$ cat src/rtl/esum_qlin_pkg.sv
// Package: shared constants and the code type for the quad-linear encoder.
// Assumes a 6-bit mantissa, a 2-bit range and a resolution step of 4x per range.
package esum_qlin_pkg;
    localparam int MANT_W     = 6;
    localparam int RANGE_W    = 2;
    localparam int N_RANGES   = 1 << RANGE_W;
    localparam int RANGE_STEP = 2;                 // shift bits per range (x4)
    localparam int CODE_W     = MANT_W + RANGE_W;
    localparam int N_SUMS     = 3;
    localparam int WORD_W     = N_SUMS * CODE_W + 1;

    typedef struct packed {
        logic [RANGE_W-1:0] rng;
        logic [MANT_W-1:0]  mant;
    } qcode_t;

    // Word driven while in reset: zero codes with the odd-parity bit set.
    localparam logic [WORD_W-1:0] RST_WORD = {1'b1, {(WORD_W-1){1'b0}}};
endpackage

$ cat src/rtl/qlin_encoder.sv
// Module: qlin_encoder
// Maps an unsigned GeV value onto a quad-linear code. It selects the smallest
// range whose shifted value fits the mantissa, and saturates to all ones when
// none fits. Purely combinational. Assumes VAL_W > MANT_W.
module qlin_encoder
    import esum_qlin_pkg::*;
#(
    parameter int VAL_W = 12
) (
    input  logic [VAL_W-1:0] val,
    output qcode_t           code
);
    logic [VAL_W-1:0] sh;

    // Range search: walk from coarse to fine so the finest fitting range wins.
    always_comb begin
        code.rng  = '1;
        code.mant = '1;
        sh        = '0;
        for (int r = N_RANGES - 1; r >= 0; r--) begin
            sh = val >> (r * RANGE_STEP);
            if (sh[VAL_W-1:MANT_W] == '0) begin
                code.rng  = RANGE_W'(r);
                code.mant = sh[MANT_W-1:0];
            end
        end
    end
endmodule

$ cat src/rtl/xy_to_gev.sv
// Module: xy_to_gev
// Converts a signed fixed-point vector component into an unsigned whole-GeV
// magnitude. The absolute value is taken first, then the fraction bits are
// truncated. The most negative input maps to 2^(IN_W-1) without overflow.
module xy_to_gev #(
    parameter int IN_W   = 14,
    parameter int FRAC_W = 2,
    localparam int OUT_W = IN_W - FRAC_W
) (
    input  logic [IN_W-1:0]  comp,
    output logic [OUT_W-1:0] gev
);
    logic [IN_W-1:0] mag;

    // Magnitude: two's-complement negate when the sign bit is set.
    always_comb begin
        mag = comp[IN_W-1] ? (~comp + IN_W'(1)) : comp;
    end

    // Truncate the fraction bits to reach 1 GeV per LSB.
    always_comb begin
        gev = mag[IN_W-1:FRAC_W];
    end
endmodule

$ cat src/rtl/esum_qlin_packer.sv
// Module: esum_qlin_packer (top)
// Encodes ET, |EX| and |EY| into quad-linear codes, packs them as
// {parity, EY, EX, ET} and registers the word with one cycle of latency.
// Reset is synchronous and active low.
module esum_qlin_packer
    import esum_qlin_pkg::*;
#(
    parameter int ET_W   = 12,
    parameter int XY_W   = 14,
    parameter int XY_FRAC = 2
) (
    input  logic              clk,
    input  logic              rst_n,
    input  logic [ET_W-1:0]   et_in,
    input  logic [XY_W-1:0]   ex_in,
    input  logic [XY_W-1:0]   ey_in,
    output logic [WORD_W-1:0] word_out
);
    localparam int XY_GEV_W = XY_W - XY_FRAC;

    qcode_t                codes [N_SUMS];
    logic [N_SUMS*CODE_W-1:0] packed_codes;
    logic [WORD_W-1:0]     word_d;
    logic [XY_W-1:0]       xy_in [2];

    // Route the two vector components into an array for the generate loop.
    always_comb begin
        xy_in[0] = ex_in;
        xy_in[1] = ey_in;
    end

    qlin_encoder #(.VAL_W(ET_W)) u_enc_et (
        .val  (et_in),
        .code (codes[0])
    );

    for (genvar g = 0; g < 2; g++) begin : g_xy
        logic [XY_GEV_W-1:0] gev;

        xy_to_gev #(.IN_W(XY_W), .FRAC_W(XY_FRAC)) u_mag (
            .comp (xy_in[g]),
            .gev  (gev)
        );

        qlin_encoder #(.VAL_W(XY_GEV_W)) u_enc (
            .val  (gev),
            .code (codes[g+1])
        );
    end

    // Pack the codes in field order and append the odd-parity bit.
    always_comb begin
        for (int i = 0; i < N_SUMS; i++) begin
            packed_codes[i*CODE_W +: CODE_W] = codes[i];
        end
        word_d = {~(^packed_codes), packed_codes};
    end

    // Output register with synchronous active-low reset.
    always_ff @(posedge clk) begin
        if (!rst_n) word_out <= RST_WORD;
        else        word_out <= word_d;
    end
endmodule

$ cat config.mk
export PLATFORM = sky130hd
export DESIGN_NAME = esum_qlin_packer
export DESIGN_NICKNAME = d
export VERILOG_FILES = /design/src/rtl/esum_qlin_pkg.sv /design/src/rtl/qlin_encoder.sv /design/src/rtl/xy_to_gev.sv /design/src/rtl/esum_qlin_packer.sv
export SDC_FILE = /design/constraint.sdc
export NUM_CORES = 1
export LEC_CHECK = 0
export BUFFER_PORTS_ARGS = -buffer_cell sky130_fd_sc_hd__buf_2
export CAP_MARGIN = 20
export CELL_PAD_IN_SITES_DETAIL_PLACEMENT = 0
export CELL_PAD_IN_SITES_GLOBAL_PLACEMENT = 1
export CORE_ASPECT_RATIO = 2
export CORE_UTILIZATION = 38
export DETAILED_ROUTE_END_ITERATION = 16
export PLACE_DENSITY = 0.84
export SYNTH_ARGS = -nofsm -noshare
export SYNTH_HDL_FRONTEND = slang
export SYNTH_SLANG_ARGS = --single-unit
$ cat constraint.sdc
create_clock -name clk -period 4.2 [get_ports clk]
set_input_delay 0.84 -clock clk [delete_from_list [all_inputs] [get_ports clk]]
set_output_delay 0.84 -clock clk [all_outputs]
set_load 0.02 [all_outputs]
==> flow_summary.yaml, run 1 <==
setup_path:
  crit_start: "ex_in[6]"
  crit_end: "word_out[24]$_SDFF_PN1_"
  cp_slowest_cell: "or4_1"
  cp_common_cell: "nand2_1"
  critPathLaunchType: "input pin"
  worst-setup-path-type: "in -> reg"
  cp.required_ns: 4.41
  crit_chain: "buf_2 -> or4_1 -> o41ai_1 -> a22o_1 -> mux2i_1 -> nand2_1 -> a31oi_1 -> xnor2_1 -> xnor3_1 -> nand2_1"
  crit_fanout: 12
  cpPeakStageDelay_ns: 0.71
  cp.arrival_ns: 3.96
  setup.worst_path.end_class: "flip-flop"
yosys:
  synth_commonest_cells: "nor2_1, dfxtp_1, o21ai_0"
  ys_types: 61
  synth_area_um2: 2470
  synth_edf_count: 0
  yosys-top-cells-area: "dfxtp_1, xnor2_1, nor2_1, o21ai_0, a21oi_1"
  synth_most_common_cell: "nor2_1"
  yosys.area.top_type: "dfxtp_1"
  post-synth-top-area-fraction: 0.202
  ys_seq_area_frac: 0.202
  avgSynthCellArea_um2: 7.55
  synthCells: 328
  yosysWarnings: 0
  ys_seq_elements: 25
  syn_nets: 370
  async_flop_share: 0
  synth_ff_type: "dfxtp_1"
place:
  gp_congestion: 0.965
  place_inst: 459
  portBuffers: 66
  pre_cts_slack_ns: 0.188
  dp_hpwl_um: 5850
floorplan:
  rows: 41
  pin_count: 67
  core_um2: 6310
  die_h_um: 116
  start_util: 0.392
  dieWidth_um: 59.1
  die_area_um2: 6860
layout:
  layoutNonFillerInstCount: 463
  diodes: 0
  final_layout_size_suffix_gt1_frac: 0.233
  largest_register: "word_out"
  syn2layout_area_growth_pct: 18.0
  multi_input_area_um2: 1820
  nets: 420
  fillCellCount: 659
  top_regs: "word_out x25"
  ff_latch_area_um2: 500
  largest_reg_flops: 25
pwr:
  p_leak_nw: 1.22
  finalPower_mw: 0.855
  cellPowerDensity_nw_per_um2: 293
  ir_drop_mv: 0.146
routing:
  met3RoutedLength_um: 201
  met1_length_um: 2610
  ant_nets: 0
  vias: 2653
  met2_length_um: 4220
  via_per_inst: 5.73
  highest_layer: "met4"
  wl_um: 7350
  routedWlPerCell_um: 15.9
  drt_iter0_drc: 196
  firstDrtPassIters: 4
  drcViolationCount: 0
sta:
  tightest_slew_ns: 0.598
  maxSlewViolCount: 0
  grt_setup_unrepaired: "no"
  hold_viol_final: 0
  layout_setup_ws_ns: 0.458
  finalCriticalPeriod_ns: 3.74
  slew_headroom: 0.596
  fmax_mhz: 267
  period_share: 0.891
  tns_ns: 0
  setup-violations-final: 0
run_status:
  status: "finished clean"
clock_network:
  numCtsBuffers: 3
  post-cts-setup-buffers: 0
  clock_sinks: 25
  cts-resized-gates: 0
  cts_tree: "yes"
  hold_buffers: 0
  clockBufferDepth: 2
  htree_levels: 1
  root_buffer: "clkbuf_16"
  clk_pin_slew_ns: 0.06
global_routing:
  track_usage: 0.223
  grt_antenna_before_repair: 0
  grt_pass1_wl_um: 11600
  grt_pass1_vias: 2536
  gr-total-overflow: 0
  grt_max_degree: 27
run:
  drv_cap: 0
min_path:
  hp-class: "in -> reg"
[through the flow]
step | hold WS (ns) | utilization | area (µm²)
floorplan | 0.902 | - | 2470
finish | 0.818 | 0.463 | 2920
detailed placement | 1.09 | 0.450 | 2840
global route | 0.824 | 0.463 | 2920
global placement | 1.10 | 0.450 | 2840
CTS | 0.817 | 0.463 | 2920
[how the worst min path moves through the flow]
stage                     startpoint                 endpoint  slack, ns  cells past startpoint
after floorplan                rst_n  word_out[24]$_SDFF_PN1_       0.90                      1
after global placement         rst_n  word_out[24]$_SDFF_PN1_       1.10                      2
after detailed placement       rst_n  word_out[24]$_SDFF_PN1_       1.09                      2
after CTS                      rst_n  word_out[24]$_SDFF_PN1_       0.82                      2
after global routing           rst_n  word_out[24]$_SDFF_PN1_       0.82                      2
final                          rst_n  word_out[24]$_SDFF_PN1_       0.82                      2
[power by group]
| group | switching (mW) | total, mW | internal [mW] |
|---|---|---|---|
| combinational | 0.193 | 0.365 | 0.172 |
| sequential | 0.00678 | 0.267 | 0.261 |
| clock | 0.0925 | 0.222 | 0.130 |
| total | 0.292 | 0.855 | 0.562 |
[metal layers]
metal | global-route usage | vias up
li1 | - | 1308
met1 | 0.214 | 1237
met2 | 0.437 | 81
met3 | 0.0177 | 27
met4 | 0.132 | 0
met5 | 0 | -
[cells by family (layout without fill, tap and decap cells)]
family | Yosys count | count (layout) | share of synthesized area
AO/OA/AOI/OAI | 114 | 114 | 0.325
AND/OR/NAND/NOR | 112 | 112 | 0.247
multiplexers | 7 | 7 | 0.0334
XOR/XNOR | 32 | 32 | 0.130
flip-flops | 25 | 25 | 0.202
buffers and inverters | 38 | 87 | 0.0622
[area by class of cell]
class | count | share of cell area
Clock buffer | 3 | 0.0257
Clock inverter | 1 | 0.00257
Inverter | 13 | 0.0167
Multi-Input combinational cell | 265 | 0.623
Sequential cell | 25 | 0.171
Tap cell | 86 | 0.0368
Timing Repair Buffer | 70 | 0.123
[worst max-delay path, delay by kind of cell]
| kind | cells | cell delay (ns) |
|---|---|---|
| muxes | 1 | 0.23 |
| xor gates and xnor gates | 2 | 0.57 |
| buffers and inverters | 1 | 0.11 |
| AOI/OAI and AO/OA | 3 | 1.36 |
| and+or+nand+nor | 3 | 0.85 |
[cell usage in the layout (no fill, tap or decap), types with 6 or more instances in the layout]
cell type	instances
a21oi_1	20
a31oi_1	6
and2_1	10
buf_2	66
dfxtp_1	25
inv_1	13
mux2i_1	6
nand2_1	17
nand3_1	7
nor2_1	33
nor2b_1	7
o21a_1	6
o21ai_0	21
o31ai_1	9
or4_1	6
xnor2_1	18
xor2_1	11
Power figures use the tool's default switching activity.
==> run 2, diff against run 1 <==
--- a/config.mk
+++ b/config.mk
@@ -17,2 +17,3 @@
 export SYNTH_HDL_FRONTEND = slang
 export SYNTH_SLANG_ARGS = --single-unit
+export TNS_END_PERCENT = 1
==> constraint.sdc (replaced) <==
create_clock -name clk -period 4.2 [get_ports clk]
set_input_delay 0.21 -clock clk [delete_from_list [all_inputs] [get_ports clk]]
set_output_delay 0.21 -clock clk [all_outputs]
set_load 0.02 [all_outputs]
==> run 2 against run 1 <==
Total power decreased by 0.34%. Critical endpoint unchanged. Final cell count decreased by 0.86%. Largest power group unchanged. Global-route usage decreased by 0.42 points. Largest cell class unchanged. Wire length decreased by 2.2%. Die area unchanged.
==> flow_summary.yaml, run 2 (synthesis results as in run 1) <==
run_status:
  status: "finished clean"
routing:
  highest_layer: "met4"
  vias: 2664
  via_per_inst: 5.80
  wl_um: 7180
  firstDrtPassIters: 5
  met3RoutedLength_um: 205
  drcViolationCount: 0
  met1_length_um: 2520
  ant_nets: 0
  met2_length_um: 4140
  drt_iter0_drc: 224
  routedWlPerCell_um: 15.6
sta:
  period_share: 0.809
  maxSlewViolCount: 0
  tns_ns: 0
  setup-violations-final: 0
  slew_headroom: 0.546
  hold_viol_final: 0
  tightest_slew_ns: 0.676
  fmax_mhz: 294
  grt_setup_unrepaired: "no"
  finalCriticalPeriod_ns: 3.40
layout:
  fillCellCount: 674
  largest_register: "word_out"
  largest_reg_flops: 25
  nets: 416
  layout_common_cells: "buf_2, nor2_1, dfxtp_1"
  syn2layout_area_growth_pct: 16.8
  final_cell_area_um2: 2890
  final_layout_size_suffix_gt1_frac: 0.225
  final_common_cell: "buf_2"
  top_regs: "word_out x25"
  diodes: 0
  layoutNonFillerInstCount: 459
floorplan:
  pin_count: 67
  die_area_um2: 6860
  dieWidth_um: 59.1
  start_util: 0.392
  core_um2: 6310
  rows: 41
  die_h_um: 116
place:
  dp_hpwl_um: 5810
  gp_congestion: 0.949
  place_inst: 455
  portBuffers: 66
  post_dp_cell_area_um2: 2810
global_routing:
  track_usage: 0.218
  gr-total-overflow: 0
  grt_pass1_wl_um: 11600
  grt_pass1_vias: 2482
  grt_max_degree: 27
  grt_antenna_before_repair: 0
setup_path:
  cp.arrival_ns: 3.60
  critPathLaunchType: "input pin"
  cp.required_ns: 4.40
  setup.worst_path.end_class: "flip-flop"
  crit_fanout: 7
  worst-setup-path-type: "in -> reg"
clock_network:
  root_buffer: "clkbuf_16"
  clock_sinks: 25
  clockBufferDepth: 2
  hold_buffers: 0
  post-cts-setup-buffers: 0
  cts_tree: "yes"
  numCtsBuffers: 3
  htree_levels: 1
  cts-resized-gates: 0
  clk_pin_slew_ns: 0.06
min_path:
  hp-class: "in -> reg"
  min_path_cells: 2
pwr:
  finalPower_mw: 0.852
  p_leak_nw: 1.20
  ir_drop_mv: 0.150
  cellPowerDensity_nw_per_um2: 295
run:
  drv_cap: 0
-- run 2: cell count changes in the layout (fill, tap and decap cells not counted), sizes merged --
| cell | delta |
|---|---|
| buf | -4 |
-- run 2: final timing paths --
kind | start | to
max | ey_in[7] | word_out[24]$_SDFF_PN1_
min | rst_n | word_out[24]$_SDFF_PN1_
-- run 2: routing by layer --
layer,up-vias,global-route usage
met5,-,0
met4,0,0.113
met3,29,0.0177
met2,80,0.430
met1,1254,0.215
li1,1301,-
-- run 2: layout make-up --
type                    count  area (µm²)  share of cell area
multi-input cells         265        1820               0.630
flip-flops and latches     25         500               0.173
repair buffers             66         330               0.114
well taps                  86         108              0.0372
clock buffers               3        75.1              0.0260
inverters                  13        48.8              0.0169
clock inverters             1        7.51             0.00260
-- run 2: worst max-delay path: stages --
cell and delay [ns]:
buf_2 0.14, or4_1 0.64, nor3_1 0.61, a21oi_1 0.19, a22oi_1 0.31, xnor3_1 0.45, xnor3_1 0.38, xnor2_1 0.23
xnor3_1 0.36, nand2_1 0.07
-- run 2: metrics by stage --
stage	setup WS (ns)	hold slack [ns]	util
after global routing	0.523	0.210	0.458
after floorplan	1.17	0.272	-
after detailed placement	0.595	0.467	0.445
final	0.803	0.194	0.458
after CTS	0.782	0.200	0.458
after global placement	0.639	0.461	0.445
-- run 2: where the power goes --
group	total, mW	internal [mW]	switching (mW)
combinational	0.370	0.171	0.198
sequential	0.267	0.261	0.00658
clock	0.215	0.129	0.0854
==> run 3, diff against run 2 <==
Settings changed: ABC_AREA set to 1, CORE_UTILIZATION 38 to 33, PLACE_DENSITY 0.84 to 0.81.
Clock period 4.2 ns to 3 ns, I/O delays scaled along.
==> run 3 against run 2 <==
Clock power grew 37%. Critical path depth grew 7. Synthesized cell count grew 46%. First-iteration DRC count shrank 66%. Highest routed layer unchanged. Critical endpoint unchanged. Utilization shrank 5.6 points. Critical path type unchanged. Wire length shrank 6.3%. Hold slack lost 0.093 ns. Global-route usage shrank 5.5 points. Die area grew 26%. Largest power group unchanged. Sequential share of layout area shrank 1.6 points.
==> flow_summary.yaml, run 3 <==
run_status:
  status: "finished clean"
floorplan:
  die_h_um: 131
  dieWidth_um: 66.3
  start_util: 0.344
  die_area_um2: 8660
  rows: 46
  pin_count: 67
  core_um2: 7940
layout:
  fillCellCount: 905
  final_layout_size_suffix_gt1_frac: 0.253
  largest_reg_flops: 25
  final_common_cell: "nand2_1"
  layout_common_cells: "nand2_1, buf_2, inv_1"
  nets: 584
  diodes: 0
  fin_util: 0.402
  layoutNonFillerInstCount: 637
  ff_latch_area_um2: 500
  multi_input_area_um2: 1900
  syn2layout_area_growth_pct: 17.1
  largest_register: "word_out"
  final_cell_area_um2: 3190
  top_regs: "word_out x25"
place:
  pre_cts_slack_ns: 0.533
  post_dp_cell_area_um2: 3110
  portBuffers: 66
  dp_hpwl_um: 5890
  gp_congestion: 0.856
  place_inst: 633
clock_network:
  post-cts-setup-buffers: 0
  cts-resized-gates: 0
  numCtsBuffers: 3
  htree_levels: 1
  clockBufferDepth: 2
  hold_buffers: 0
  cts_tree: "yes"
  clock_sinks: 25
  root_buffer: "clkbuf_16"
  clk_pin_slew_ns: 0.06
routing:
  firstDrtPassIters: 4
  drcViolationCount: 0
  wl_um: 6730
  via_per_inst: 4.72
  ant_nets: 0
  routedWlPerCell_um: 10.6
  vias: 3006
  drt_iter0_drc: 77
sta:
  period_share: 0.735
  slew_headroom: 0.503
  grt_setup_unrepaired: "no"
  tightest_slew_ns: 0.745
  fin_hold_ws_ns: 0.101
  maxSlewViolCount: 0
  tns_ns: 0
  setup-violations-final: 0
  fmax_mhz: 453
  layout_setup_ws_ns: 0.794
  hold_viol_final: 0
  finalCriticalPeriod_ns: 2.21
yosys:
  synth_area_um2: 2730
  synth_edf_count: 0
  synthCells: 479
  async_flop_share: 0
  synth_compound_area_frac: 0.0610
  synth_most_common_cell: "nand2_1"
  synth_ff_type: "dfxtp_1"
  syn_nets: 521
  synth_xor_area_frac: 0.0321
  synth_fa_ha_area_frac: 0
  muxShareOfSynthArea: 0
  post-synth-top-area-fraction: 0.243
  ys_seq_area_frac: 0.183
  yosysWarnings: 0
  yosys.area.top_type: "nand2_1"
  ys_seq_elements: 25
  avgSynthCellArea_um2: 5.70
  ys_types: 31
  yosys.area_share.simple: 0.605
  yosys-top-cells-area: "nand2_1, dfxtp_1, nand3_1, inv_1, nand2_2"
  synth_top_family_by_area: "simple AND/OR/NAND/NOR gates"
  synth_commonest_cells: "nand2_1, inv_1, nand3_1"
pwr:
  p_int_mw: 0.747
  finalPower_mw: 1.27
  ir_drop_mv: 0.196
  p_sw_mw: 0.523
  swShare: 0.412
  clkPwrFrac: 0.233
  cellPowerDensity_nw_per_um2: 397
  p_seq_frac: 0.299
  combPwrFrac: 0.468
  p_leak_nw: 1.85
global_routing:
  grt_pass1_vias: 2805
  grt_max_degree: 25
  grt_antenna_before_repair: 0
  grt_pass1_wl_um: 11200
  gr-total-overflow: 0
  track_usage: 0.164
setup_path:
  cp_slowest_cell: "or2_2"
  crit_chain: "buf_2 -> nand2_1 -> nand4_1 -> nand3_2 -> inv_2 -> nand3_2 -> or2_2 -> nand2_2 -> nand2_1 -> nand2_1 -> nand2_1 -> nand2_1 -> nand2_1 -> nand2_2 -> inv_2 -> nand2_2 -> nand3_2"
  worst-setup-path-type: "in -> reg"
  cpLargestDelayFamily: "simple AND/OR/NAND/NOR gates"
  cpPeakStageDelay_ns: 0.37
  cp_common_cell: "nand2_1"
  crit_fanout: 16
  cp.required_ns: 3.16
  setup.worst_path.end_class: "flip-flop"
  cp.arrival_ns: 2.36
  critPathLaunchType: "input pin"
  path_buf_inv: 3
min_path:
  hp-class: "in -> reg"
run:
  drv_cap: 0
[run 3: changes by cell type in the layout (fill, tap and decap cells not counted), moves of 13 or more]
| cell | change |
|---|---|
| inv_1 | +43 |
| inv_2 | +13 |
| nand2_1 | +160 |
| nand2_2 | +23 |
| nand3_1 | +43 |
| xnor2_1 | -16 |
[run 3: logic make-up (layout without fill, tap and decap cells)]
kind of cell	Yosys count	in the layout
buffers and inverters	77	139
AO/OA/AOI/OAI	30	30
AND/OR/NAND/NOR	337	337
flip-flops	25	25
XOR/XNOR	10	10
[run 3: layer usage]
layer  global-route usage  wire length (µm)  up-vias
li1                     -                 -     1607
met1                0.150              2500     1329
met2                0.343              3870       59
met3              0.00781               181       11
met4               0.0801               179        0
met5                    0                 0        -
[run 3: path summary, 6_finish.rpt]
| path | startpoint | end | slack [ns] | depth (start not counted) |
|---|---|---|---|---|
| setup / recovery | ex_in[13] | word_out[24]$_SDFF_PN1_ | 0.79 | 17 |
| hold / removal | rst_n | word_out[24]$_SDFF_PN1_ | 0.10 | 2 |
[run 3: power by group through the flow]
stage | combinational (mW) | sequential, mW | clock, mW
3_5_place_dp | 0.601 | 0.387 | 0
3_3_place_gp | 0.592 | 0.386 | 0
4_1_cts | 0.603 | 0.380 | 0.306
6_report | 0.595 | 0.379 | 0.295
5_1_grt | 0.676 | 0.381 | 0.311
2_1_floorplan | 0.406 | 0.430 | 0
[run 3: cell type report]
cell class                 count  share of cell area
sequential                    25               0.157
timing repair buffer          66               0.103
tap                           96              0.0376
clock buffer                   3              0.0235
inverter                      69              0.0811
clock inverter                 1             0.00157
multi-input combinational    377               0.596
